===== src/rtl/plm_pkg.sv =====
package plm_pkg;
  localparam int ADDR_W_DEF = 48;
  localparam int DATA_W_DEF = 64;
  localparam int LANES_DEF  = 16;
  localparam int LEN_W_DEF  = 4;

  typedef struct packed {
    logic ld;
    logic st;
    logic vld;
  } plm_strobe_t;
endpackage


===== src/rtl/plm_mask_expand.sv =====
module plm_mask_expand #(
  parameter int LANES = 16,
  parameter int LEN_W = 4,
  localparam int OFS_W = $clog2(LANES)
) (
  input  logic [OFS_W-1:0] ofs_i,
  input  logic [LEN_W-1:0] len_i,
  output logic [LANES-1:0] mask_o
);
  // each lane decides independently whether it lies inside the access window
  for (genvar i = 0; i < LANES; i++) begin : g_lane
    assign mask_o[i] = (i >= int'(ofs_i)) && ((i - int'(ofs_i)) < int'(len_i));
  end
endmodule


===== src/rtl/plm_issue.sv =====
module plm_issue
  import plm_pkg::*;
#(
  parameter int LINE_W = 44,
  parameter int LANES  = 16,
  parameter int DATA_W = 64
) (
  input  logic              clk,
  input  logic              rst,
  input  logic              abort_i,
  input  logic              req_ld_i,
  input  logic              req_st_i,
  input  logic              addr_vld_i,
  input  logic              stall_i,
  input  logic [LINE_W-1:0] line_i,
  input  logic [LANES-1:0]  mask_i,
  input  logic [DATA_W-1:0] st_data_i,
  output logic [LINE_W-1:0] line_o,
  output logic [LANES-1:0]  mask_o,
  output logic [DATA_W-1:0] st_data_o,
  output logic              ld_o,
  output logic              st_o,
  output logic              vld_o,
  output logic              ld_issue_n_o
);
  plm_strobe_t strb_n, strb_q;
  logic        single;

  always_comb begin
    single     = req_ld_i ^ req_st_i;
    strb_n.ld  = req_ld_i & ~req_st_i;
    strb_n.st  = req_st_i & ~req_ld_i;
    strb_n.vld = addr_vld_i & ~stall_i & single;
    if (abort_i) strb_n = '0;
  end

  assign ld_issue_n_o = strb_n.ld & strb_n.vld;

  always_ff @(posedge clk) begin
    if (rst) begin
      strb_q    <= '0;
      line_o    <= '0;
      mask_o    <= '0;
      st_data_o <= '0;
    end else begin
      strb_q    <= strb_n;
      line_o    <= line_i;
      mask_o    <= mask_i;
      st_data_o <= st_data_i;
    end
  end

  assign ld_o  = strb_q.ld;
  assign st_o  = strb_q.st;
  assign vld_o = strb_q.vld;
endmodule


===== src/rtl/plm_resp.sv =====
module plm_resp #(
  parameter int DATA_W = 64
) (
  input  logic              clk,
  input  logic              rst,
  input  logic              abort_i,
  input  logic              ld_issue_n_i,
  input  logic              busy_i,
  input  logic [DATA_W-1:0] ld_data_i,
  input  logic              ld_err_i,
  input  logic              st_err_i,
  output logic              busy_o,
  output logic              exc_o,
  output logic [DATA_W-1:0] ld_data_o,
  output logic              ld_ok_o
);
  logic busy_q;
  logic pend_q;
  logic fall;

  assign fall = busy_q & ~busy_i;

  always_ff @(posedge clk) begin
    if (rst) begin
      busy_q    <= 1'b0;
      pend_q    <= 1'b0;
      busy_o    <= 1'b0;
      exc_o     <= 1'b0;
      ld_ok_o   <= 1'b0;
      ld_data_o <= '0;
    end else begin
      busy_q <= busy_i;
      busy_o <= busy_i;
      exc_o  <= ld_err_i | st_err_i;
      if (abort_i) begin
        pend_q  <= 1'b0;
        ld_ok_o <= 1'b0;
      end else begin
        // a load issued on this edge survives the retirement of the older one
        pend_q  <= ld_issue_n_i | (pend_q & ~fall);
        ld_ok_o <= fall & pend_q;
        if (fall & pend_q) ld_data_o <= ld_data_i;
      end
    end
  end
endmodule


===== src/rtl/port_lsu_adapter.sv =====
module port_lsu_adapter
  import plm_pkg::*;
#(
  parameter int ADDR_W = ADDR_W_DEF,
  parameter int DATA_W = DATA_W_DEF,
  parameter int LANES  = LANES_DEF,
  parameter int LEN_W  = LEN_W_DEF,
  localparam int OFS_W  = $clog2(LANES),
  localparam int LINE_W = ADDR_W - OFS_W
) (
  input  logic              clk,
  input  logic              rst,
  input  logic              abort_i,
  input  logic              req_ld_i,
  input  logic              req_st_i,
  input  logic [LEN_W-1:0]  len_i,
  input  logic [ADDR_W-1:0] addr_i,
  input  logic              addr_vld_i,
  input  logic [DATA_W-1:0] st_data_i,
  output logic              busy_o,
  output logic              addr_exc_o,
  output logic [DATA_W-1:0] ld_data_o,
  output logic              ld_ok_o,
  output logic [LINE_W-1:0] lsu_addr_o,
  output logic [LANES-1:0]  lsu_mask_o,
  output logic              lsu_ld_o,
  output logic              lsu_st_o,
  output logic [DATA_W-1:0] lsu_st_data_o,
  output logic              lsu_valid_o,
  input  logic              lsu_stall_i,
  input  logic              lsu_busy_i,
  input  logic [DATA_W-1:0] lsu_ld_data_i,
  input  logic              lsu_ld_err_i,
  input  logic              lsu_st_err_i
);
  logic [LANES-1:0] mask_c;
  logic             ld_issue_n;

  plm_mask_expand #(.LANES(LANES), .LEN_W(LEN_W)) i_mask (
    .ofs_i  (addr_i[OFS_W-1:0]),
    .len_i  (len_i),
    .mask_o (mask_c)
  );

  plm_issue #(.LINE_W(LINE_W), .LANES(LANES), .DATA_W(DATA_W)) i_issue (
    .clk          (clk),
    .rst          (rst),
    .abort_i      (abort_i),
    .req_ld_i     (req_ld_i),
    .req_st_i     (req_st_i),
    .addr_vld_i   (addr_vld_i),
    .stall_i      (lsu_stall_i),
    .line_i       (addr_i[ADDR_W-1:OFS_W]),
    .mask_i       (mask_c),
    .st_data_i    (st_data_i),
    .line_o       (lsu_addr_o),
    .mask_o       (lsu_mask_o),
    .st_data_o    (lsu_st_data_o),
    .ld_o         (lsu_ld_o),
    .st_o         (lsu_st_o),
    .vld_o        (lsu_valid_o),
    .ld_issue_n_o (ld_issue_n)
  );

  plm_resp #(.DATA_W(DATA_W)) i_resp (
    .clk          (clk),
    .rst          (rst),
    .abort_i      (abort_i),
    .ld_issue_n_i (ld_issue_n),
    .busy_i       (lsu_busy_i),
    .ld_data_i    (lsu_ld_data_i),
    .ld_err_i     (lsu_ld_err_i),
    .st_err_i     (lsu_st_err_i),
    .busy_o       (busy_o),
    .exc_o        (addr_exc_o),
    .ld_data_o    (ld_data_o),
    .ld_ok_o      (ld_ok_o)
  );
endmodule


===== config.mk =====
export PLATFORM = sky130hd
export DESIGN_NAME = port_lsu_adapter
export DESIGN_NICKNAME = d
export VERILOG_FILES = /design/src/rtl/plm_pkg.sv /design/src/rtl/plm_mask_expand.sv /design/src/rtl/plm_issue.sv /design/src/rtl/plm_resp.sv /design/src/rtl/port_lsu_adapter.sv
export SDC_FILE = /design/constraint.sdc
export NUM_CORES = 1
export LEC_CHECK = 0
export ABC_CLOCK_PERIOD_IN_PS = 3950
export BUFFER_PORTS_ARGS = -buffer_cell sky130_fd_sc_hd__buf_2
export CORE_AREA = 2 2 148 150
export CTS_CLUSTER_SIZE = 12
export DETAILED_ROUTE_END_ITERATION = 10
export DIE_AREA = 0 0 150 152
export SKIP_LAST_GASP = 1
export SLEW_MARGIN = 25
export SYNTH_ARGS = -nofsm -noshare
export SYNTH_HDL_FRONTEND = slang
export SYNTH_SLANG_ARGS = --single-unit
export TNS_END_PERCENT = 10

===== constraint.sdc =====
create_clock -name clk -period 3.95 [get_ports clk]
set_input_delay 0.395 -clock clk [delete_from_list [all_inputs] [get_ports clk]]
set_output_delay 0.395 -clock clk [all_outputs]
set_load 0.02 [all_outputs]

Word-level counts from Yosys, hierarchy flattened

Cells that the tools add are included.

Bitwise operators: 17
Reduce and logical (&&, ||, !) cells: 17
Order comparisons: 31
Multiplexer cells: 1
Add/sub/neg operators: 16

Operators by type and width:

| cell                  | number |
|---|---|
| $lt A32 B5 Y1         | 16 |
| $sub A4 B4 Y5 const A | 8 |
| $ge A4 B4 Y1 const A  | 7 |
| $sub A3 B4 Y5 const A | 4 |
| $ge A3 B4 Y1 const A  | 4 |
| $logic_and A1 B1 Y1   | 15 |
| $sub A1 B4 Y5 const A | 2 |
| $sub A2 B4 Y5 const A | 2 |
| $and A1 B1 Y1         | 8 |
| $ge A1 B4 Y1 const A  | 2 |
| $ge A2 B4 Y1 const A  | 2 |
| $not A1 Y1            | 6 |
| $mux W3               | 1 |
| $or A1 B1 Y1          | 2 |
| $reduce_and A2 Y1     | 1 |
| $reduce_or A2 Y1      | 1 |
| $xor A1 B1 Y1         | 1 |

Word-level logic and storage cells: 93
Input bits: 190
Output and inout port bits: 194
Register bits after elaboration: 195

Logic depth before layout (Yosys ltp)

Gate-level depths: netlist (run 1).

Depth in word-level cells: 6
Depth in mapped cells: 10
Depth with buffers taken out: 9

Cells and area by module

Synthesis (run 1) repeated with hierarchy kept, for this count alone.

Cells, all modules: 743
Area, all modules: 7268.2 µm²

Modules (own cells, without submodules):

| module          | area an instance (µm²) | seq. area each (µm²) | cells an instance | times used |
|---|---|---|---|---|
| plm_issue       | 3480.8                 | 2542.4               | 275               | 1 |
| plm_resp        | 2362.3                 | 1361.3               | 291               | 1 |
| plm_mask_expand | 1425.1                 | 0.0                  | 177               | 1 |

Least setup slack after synthesis (run 1)

OpenSTA, ideal clock, no wires.

Path kind: input -> register
Start point: input port addr_i[0]
End point: register i_issue.mask_o[8]
Stages on the path: 10
Path slack: 1.657 ns
Data required time: 3.889 ns
Arrival: 2.233 ns
Path buffers: 1
Setup time: 0.061 ns
Cells stage by stage: buf_6 -> clkinv_1 -> ha_1 -> xor2_1 -> inv_1 -> ha_1 -> a21oi_1 -> o21ai_0 -> a2111oi_0 -> a41o_1

Word-level cells in the longest chain between the ends: 3
Elaborated cells between the ends (all ways): 4
Classes of those cells: add/sub (1); order compare (2); reduce/logical (1)

RTL lines:

| item                  | line                   | RTL |
|---|---|---|
| start, declared       | port_lsu_adapter.sv:17 | `input logic [ADDR_W-1:0] addr_i,` |
| $sub A4 B4 Y5         | plm_mask_expand.sv:12  | `assign mask_o[i] = (i >= int'(ofs_i)) && ((i - int'(ofs_i)) < int'(len_i));` |
| $lt A32 B5 Y1         | plm_mask_expand.sv:12  |  |
| $logic_and A1 B1 Y1 * | plm_mask_expand.sv:12  |  |
| end signal, assigned  | plm_issue.sv:48        | `mask_o <= mask_i;` |
| end, declared         | plm_issue.sv:19        | `output logic [LANES-1:0] mask_o,` |

Mark *: on every way between the ends. The rest lies on a longest branch, timed or not.
A chain may end at the register's enable or synchronous reset.

Worst setup path after layout (run 1)

Same ends and word-level chain as after synthesis.

==> results of run 1 <==
==> final cells by class <==
class / instances / area, um^2
multi-input cells: 457 / 2804
repair buffers: 388 / 1961
flip-flops and latches: 195 / 3904
fillers: 2132 / 11630
clock inverters: 14 / 153.9
diodes: 1 / 2.502
well taps: 280 / 350.3
clock buffers: 18 / 429.2
inverters: 30 / 112.6
==> per-layer routing <==
layer | vias to the layer above | wire (um)
met5 | - | 0
met4 | 0 | 505
met3 | 37 | 1908
met2 | 273 | 9216
met1 | 2681 | 8568
li1 | 3068 | -
==> cell usage after synthesis, types with 4 or more instances <==
cell type | count | area, um^2
buf_6 | 7 | 78.83
buf_2 | 10 | 50.05
o21ai_0 | 10 | 50.05
nor3b_1 | 4 | 30.03
xnor2_1 | 5 | 43.79
inv_1 | 28 | 105.1
nor2_1 | 7 | 26.28
nor4_1 | 4 | 25.02
a2111oi_0 | 4 | 35.03
clkbuf_1 | 21 | 78.83
a21o_1 | 6 | 45.04
nand2_1 | 140 | 525.5
nor2b_1 | 112 | 700.7
dfxtp_1 | 195 | 3904
ha_1 | 49 | 613.1
a21oi_1 | 82 | 410.4
==> sequential cells by signal, summed over array words and instances, names as in the netlist <==
register and cells:
i_issue.ld_o 1, i_issue.line_o 44, i_issue.mask_o 16, i_issue.st_data_o 64, i_issue.st_o 1, i_issue.vld_o 1, i_resp.busy_o 1, i_resp.exc_o 1
i_resp.ld_data_o 64, i_resp.ld_ok_o 1, i_resp.pend_q 1
==> worst max-delay path, stage by stage <==
cell	delay [ps]
buf_2	250
clkinv_1	320
ha_1	380
xor2_1	240
inv_1	70
ha_1	290
a21oi_1	110
o21ai_0	130
a2111oi_0	440
a41o_1	130
==> path summary, 6_finish.rpt <==
| kind | to |
|---|---|
| worst max register to register | i_resp.ld_data_o[59] |
| worst min-delay path | i_issue.line_o[41] |
| worst max-delay path | i_issue.mask_o[8] |
| worst min register to register | i_resp.ld_data_o[9] |
==> cells by family (layout without fill, tap and decap cells) <==
family	Yosys count	count (layout)	synth area share [%]
XOR/XNOR	6	6	0.7483
adder cells (fa/ha/maj)	49	49	8.730
other	0	1	0
flip-flops	195	195	55.59
AO/OA/AOI/OAI	122	122	10.21
AND/OR/NAND/NOR	280	280	20.17
buffers and inverters	68	450	4.561
==> report_power, final <==
group          internal, mW  switching (mW)
Sequential             2.04          0.0186
Clock                 0.854           0.857
Combinational         0.215           0.292
==> results.sh, run 1 <==
export IMPL_status="finished clean"
export IMPL_final_core_util_pct=45.51
export IMPL_ant_nets=0
export IMPL_post_cts_buffers=0
export IMPL_ys_ff_latch=195
export IMPL_period_minus_slack_ps=2386
export IMPL_syn_avg_cell_area_um2=9.754
export IMPL_synth_edf_count=0
export IMPL_viasPerCell=4.381
export IMPL_synth_cell_types=38
export IMPL_dpl_cell_area_um2=9131
export IMPL_design_area_um2=9717
export IMPL_drt_pass1_iterations=6
export IMPL_num_vias=6059
export IMPL_p_leak_nw=4.772
export IMPL_drtIter0Drc=198
export IMPL_cts_resized=0
export IMPL_final_setup_worst_slack_ps=1564
export IMPL_ys_seq_area_share_pct=55.59
export IMPL_gp_congestion=0.8304
export IMPL_fp_row_count=54
export IMPL_met2_usage_pct=27.33
export IMPL_worstMarginPinSlew_ps=921.3
export IMPL_place_ws_ps=1142
export IMPL_hp_start="addr_i[45]"
export IMPL_final_common_cell="buf_2"
export IMPL_clock_root_buffer="clkbuf_16"
export IMPL_grt_busiest_layer="met2"
export IMPL_nets=1328
export IMPL_dpl_hpwl_mm=15.21
export IMPL_syn_inst=720
export IMPL_portBuffers=383
export IMPL_place_inst=1350
export IMPL_tns_ps=0
export IMPL_gr_usage_met3_pct=6.456
export IMPL_irDropWorstVdd_mv=0.2595
export IMPL_grtUsageTotal_pct=17.07
export IMPL_htreeDepth=4
export IMPL_min_period_over_period_pct=60.41
export IMPL_cp_end_kind="flop"
export IMPL_dieWidth_um=150
export IMPL_rsz0062_at_grt="false"
export IMPL_wire_per_inst_um=14.61
export IMPL_final_cells=1383
export IMPL_cp_arrival_ps=2750
export IMPL_relSlewSlack_pct=38.58
export IMPL_min_path_cells=2
export IMPL_drc=0
export IMPL_crit_start="addr_i[0]"
export IMPL_io_pins=384
export IMPL_finalWirelength_mm=20.20
export IMPL_grt_pass1_wl_mm=30.36
export IMPL_hold_viol=0
export IMPL_fin_skew_ps=9.767
export IMPL_die_y_um=152
export IMPL_synth_flop_cell="dfxtp_1"
export IMPL_setup_viol=0
export IMPL_syn_to_final_growth_pct=38.36
export IMPL_timing_max_transition_violations_final=0
export IMPL_clock_tree_buffer_depth=2
export IMPL_fmax_mhz=419.1
export IMPL_crit_fanout=11
export IMPL_whs_ps=166.1
export IMPL_start_kind="input pin"
export IMPL_antenna_found_initial=2
export IMPL_numCtsBuffers=17
export IMPL_worstPathRequired_ps=4310
export IMPL_core_um2=21350
export IMPL_globalRouteMet1Util_pct=20.50
export IMPL_worstSetupPathType="in -> reg"
export IMPL_cts_num_sinks=195
export IMPL_synthArstFlopShare_pct=0
export IMPL_yosysWarnings=0
export IMPL_layout_drive_gt1_share_pct=38.84
export IMPL_most_common_layout_cells="buf_2 (382), dfxtp_1 (195), nand2_1 (140)"
export IMPL_syn_num_nets=959
export IMPL_worst_r2r_setup_slack_ps=2060
export IMPL_clk_latency_ps=430
export IMPL_reg2regPathDepth=5
export IMPL_cts_tree="built"
export IMPL_grt_max_degree=116
export IMPL_grt_overflow=0
export IMPL_rr_startpoint="i_resp.busy_o"
export IMPL_p_total_mw=4.275
export IMPL_synth_area_um2=7023
export IMPL_grt_pass1_vias=5691
export IMPL_start_util_pct=32.89
export IMPL_cts_clk_slew_worst_paths_ps=80
export IMPL_postCtsHoldBufs=0
export IMPL_min_path_type="in -> reg"
export IMPL_power_density_nw_per_um2=439.9
export IMPL_die_area_um2=22800
export IMPL_cap_viol_max_count=0
No activity file was read; power rests on OpenSTA's default activity.
==> run 2, diff against run 1 <==
ABC_CLOCK_PERIOD_IN_PS = 2400   (was 3950)
CORE_AREA = 2 2 150 152   (was 2 2 148 150)
DIE_AREA = 0 0 152 154   (was 0 0 150 152)
clock period = 2.4 ns   (was 3.95 ns; I/O delays follow)
==> results.sh, run 2 (synthesized netlist as in run 1, its figures left out) <==
export IMPL_irDropWorstVdd_mv=0.4917
export IMPL_worstMarginPinSlew_ps=670.8
export IMPL_ant_nets=0
export IMPL_final_common_cell="buf_2"
export IMPL_grt_pass1_wl_mm=32.95
export IMPL_antenna_found_initial=1
export IMPL_grtUsageTotal_pct=17.76
export IMPL_die_area_um2=23410
export IMPL_wire_per_inst_um=14.71
export IMPL_multi_input_area_um2=2804
export IMPL_layout_drive_gt1_share_pct=37.77
export IMPL_die_y_um=154
export IMPL_drc=0
export IMPL_clock_tree_buffer_depth=2
export IMPL_grt_pass1_vias=6265
export IMPL_drtIter0Drc=392
export IMPL_cap_viol_max_count=0
export IMPL_relSlewSlack_pct=55.23
export IMPL_timing_max_transition_violations_final=0
export IMPL_grt_overflow=0
export IMPL_drt_pass1_iterations=5
export IMPL_fmax_mhz=547.8
export IMPL_clk_latency_ps=430
export IMPL_nFillCells=2086
export IMPL_fp_row_count=54
export IMPL_post_cts_buffers=0
export IMPL_final_setup_worst_slack_ps=574.4
export IMPL_htreeDepth=4
export IMPL_cp_end_kind="flop"
export IMPL_clock_root_buffer="clkbuf_16"
export IMPL_min_path_type="in -> reg"
export IMPL_io_pins=384
export IMPL_worstSetupPathType="in -> reg"
export IMPL_portBuffers=383
export IMPL_status="finished clean"
export IMPL_cts_clk_slew_worst_paths_ps=80
export IMPL_p_leak_nw=5.031
export IMPL_reg_largest_list="i_issue.st_data_o: 64 flops, i_resp.ld_data_o: 64 flops, i_issue.line_o: 44 flops"
export IMPL_crit_fanout=7
export IMPL_dieWidth_um=152
export IMPL_syn_to_final_growth_pct=46.78
export IMPL_start_util_pct=32.38
export IMPL_cts_num_sinks=195
export IMPL_most_common_layout_cells="buf_2 (382), dfxtp_1 (195), nand2_1 (140)"
export IMPL_dpl_hpwl_mm=15.95
export IMPL_nets=1383
export IMPL_numCtsBuffers=17
export IMPL_min_period_over_period_pct=76.07
export IMPL_setup_viol=0
export IMPL_rsz0062_at_grt="false"
export IMPL_finalWirelength_mm=21.15
export IMPL_viasPerCell=4.408
export IMPL_cts_tree="built"
export IMPL_hold_viol=0
export IMPL_power_density_nw_per_um2=698.8
export IMPL_regArea_um2=3904
export IMPL_place_ws_ps=191.3
export IMPL_num_vias=6338
export IMPL_core_um2=21690
export IMPL_fin_skew_ps=8.587
export IMPL_cp_arrival_ps=2190
export IMPL_grt_max_degree=74
export IMPL_start_kind="input pin"
export IMPL_worstPathRequired_ps=2760
export IMPL_tns_ps=0
export IMPL_period_minus_slack_ps=1826
export IMPL_gp_congestion=0.8586
-- run 2: changes by cell type in the layout (fill, tap and decap cells not counted) --
cell           before  now
clkinvlp_4          1    0
clkinv_8            2    6
inv_6               4    5
inv_8               4    2
dlygate4sd3_1       0   46
clkinv_4            2    0
buf_4               5   11
buf_12              0    3
-- run 2: area by class of cell --
cell class | count | area share [%]
Antenna cell | 1 | 0.02427
Timing Repair Buffer | 443 | 24.51
Inverter | 30 | 1.092
Clock buffer | 18 | 4.163
Clock inverter | 14 | 1.748
Tap cell | 280 | 3.398
Multi-Input combinational cell | 457 | 27.20
Sequential cell | 195 | 37.87
-- run 2: where the power goes --
group / total, mW / internal (mW) / switching (mW)
Sequential: 3.39 / 3.35 / 0.0352
Combinational: 0.917 / 0.414 / 0.503
Clock: 2.90 / 1.43 / 1.47
Total: 7.20 / 5.20 / 2.01
-- run 2: critical path, stage by stage --
cell	delay [ps]
buf_2	150
clkinv_1	100
ha_1	220
xor2_1	230
inv_1	70
ha_1	290
a21oi_1	120
o21ai_0	130
a2111oi_0	480
a41o_1	150
-- run 2: metrics by stage --
stage	power (mW)	instances	hold slack, ps	utilization (%)	cell area [um^2]
floorplan	3.937	720	316.1	-	7023
global placement	4.317	1359	438.7	42.59	9236
detailed placement	4.323	1359	443.1	42.59	9236
CTS	7.288	1434	0.05573	47.38	10280
global route	7.545	1438	1.726	47.53	10310
finish	7.203	1438	18.38	47.53	10310
-- run 2: final timing paths --
check | to | slack [ps] | cells past startpoint | startpoint
min | i_issue.st_data_o[50] | 20 | 2 | st_data_i[50]
min reg2reg | i_resp.ld_data_o[39] | 450 | 2 | i_resp.ld_data_o[39]
max reg2reg | i_resp.ld_data_o[60] | 720 | 5 | i_resp.busy_o
max | i_issue.mask_o[8] | 570 | 10 | addr_i[0]
-- run 2: what timing repair did --
| item | in CTS | in global routing |
|---|---|---|
| gates resized for setup | 0 | 0 |
| endpoints found under the hold margin | 43 | 3 |
| hold buffers | 43 | 3 |
-- run 2: metal layers --
metal  global-route usage, %  wire length, um  vias up  part of all wire, %
met2                   30.05            10210      294                   48
met5                       0                0        -                    0
met3                   5.891             1755       33                  8.3
met4                   7.076              417        0                  2.0
met1                   20.83             8772     2832                   41
li1                        -                -     3179                    -
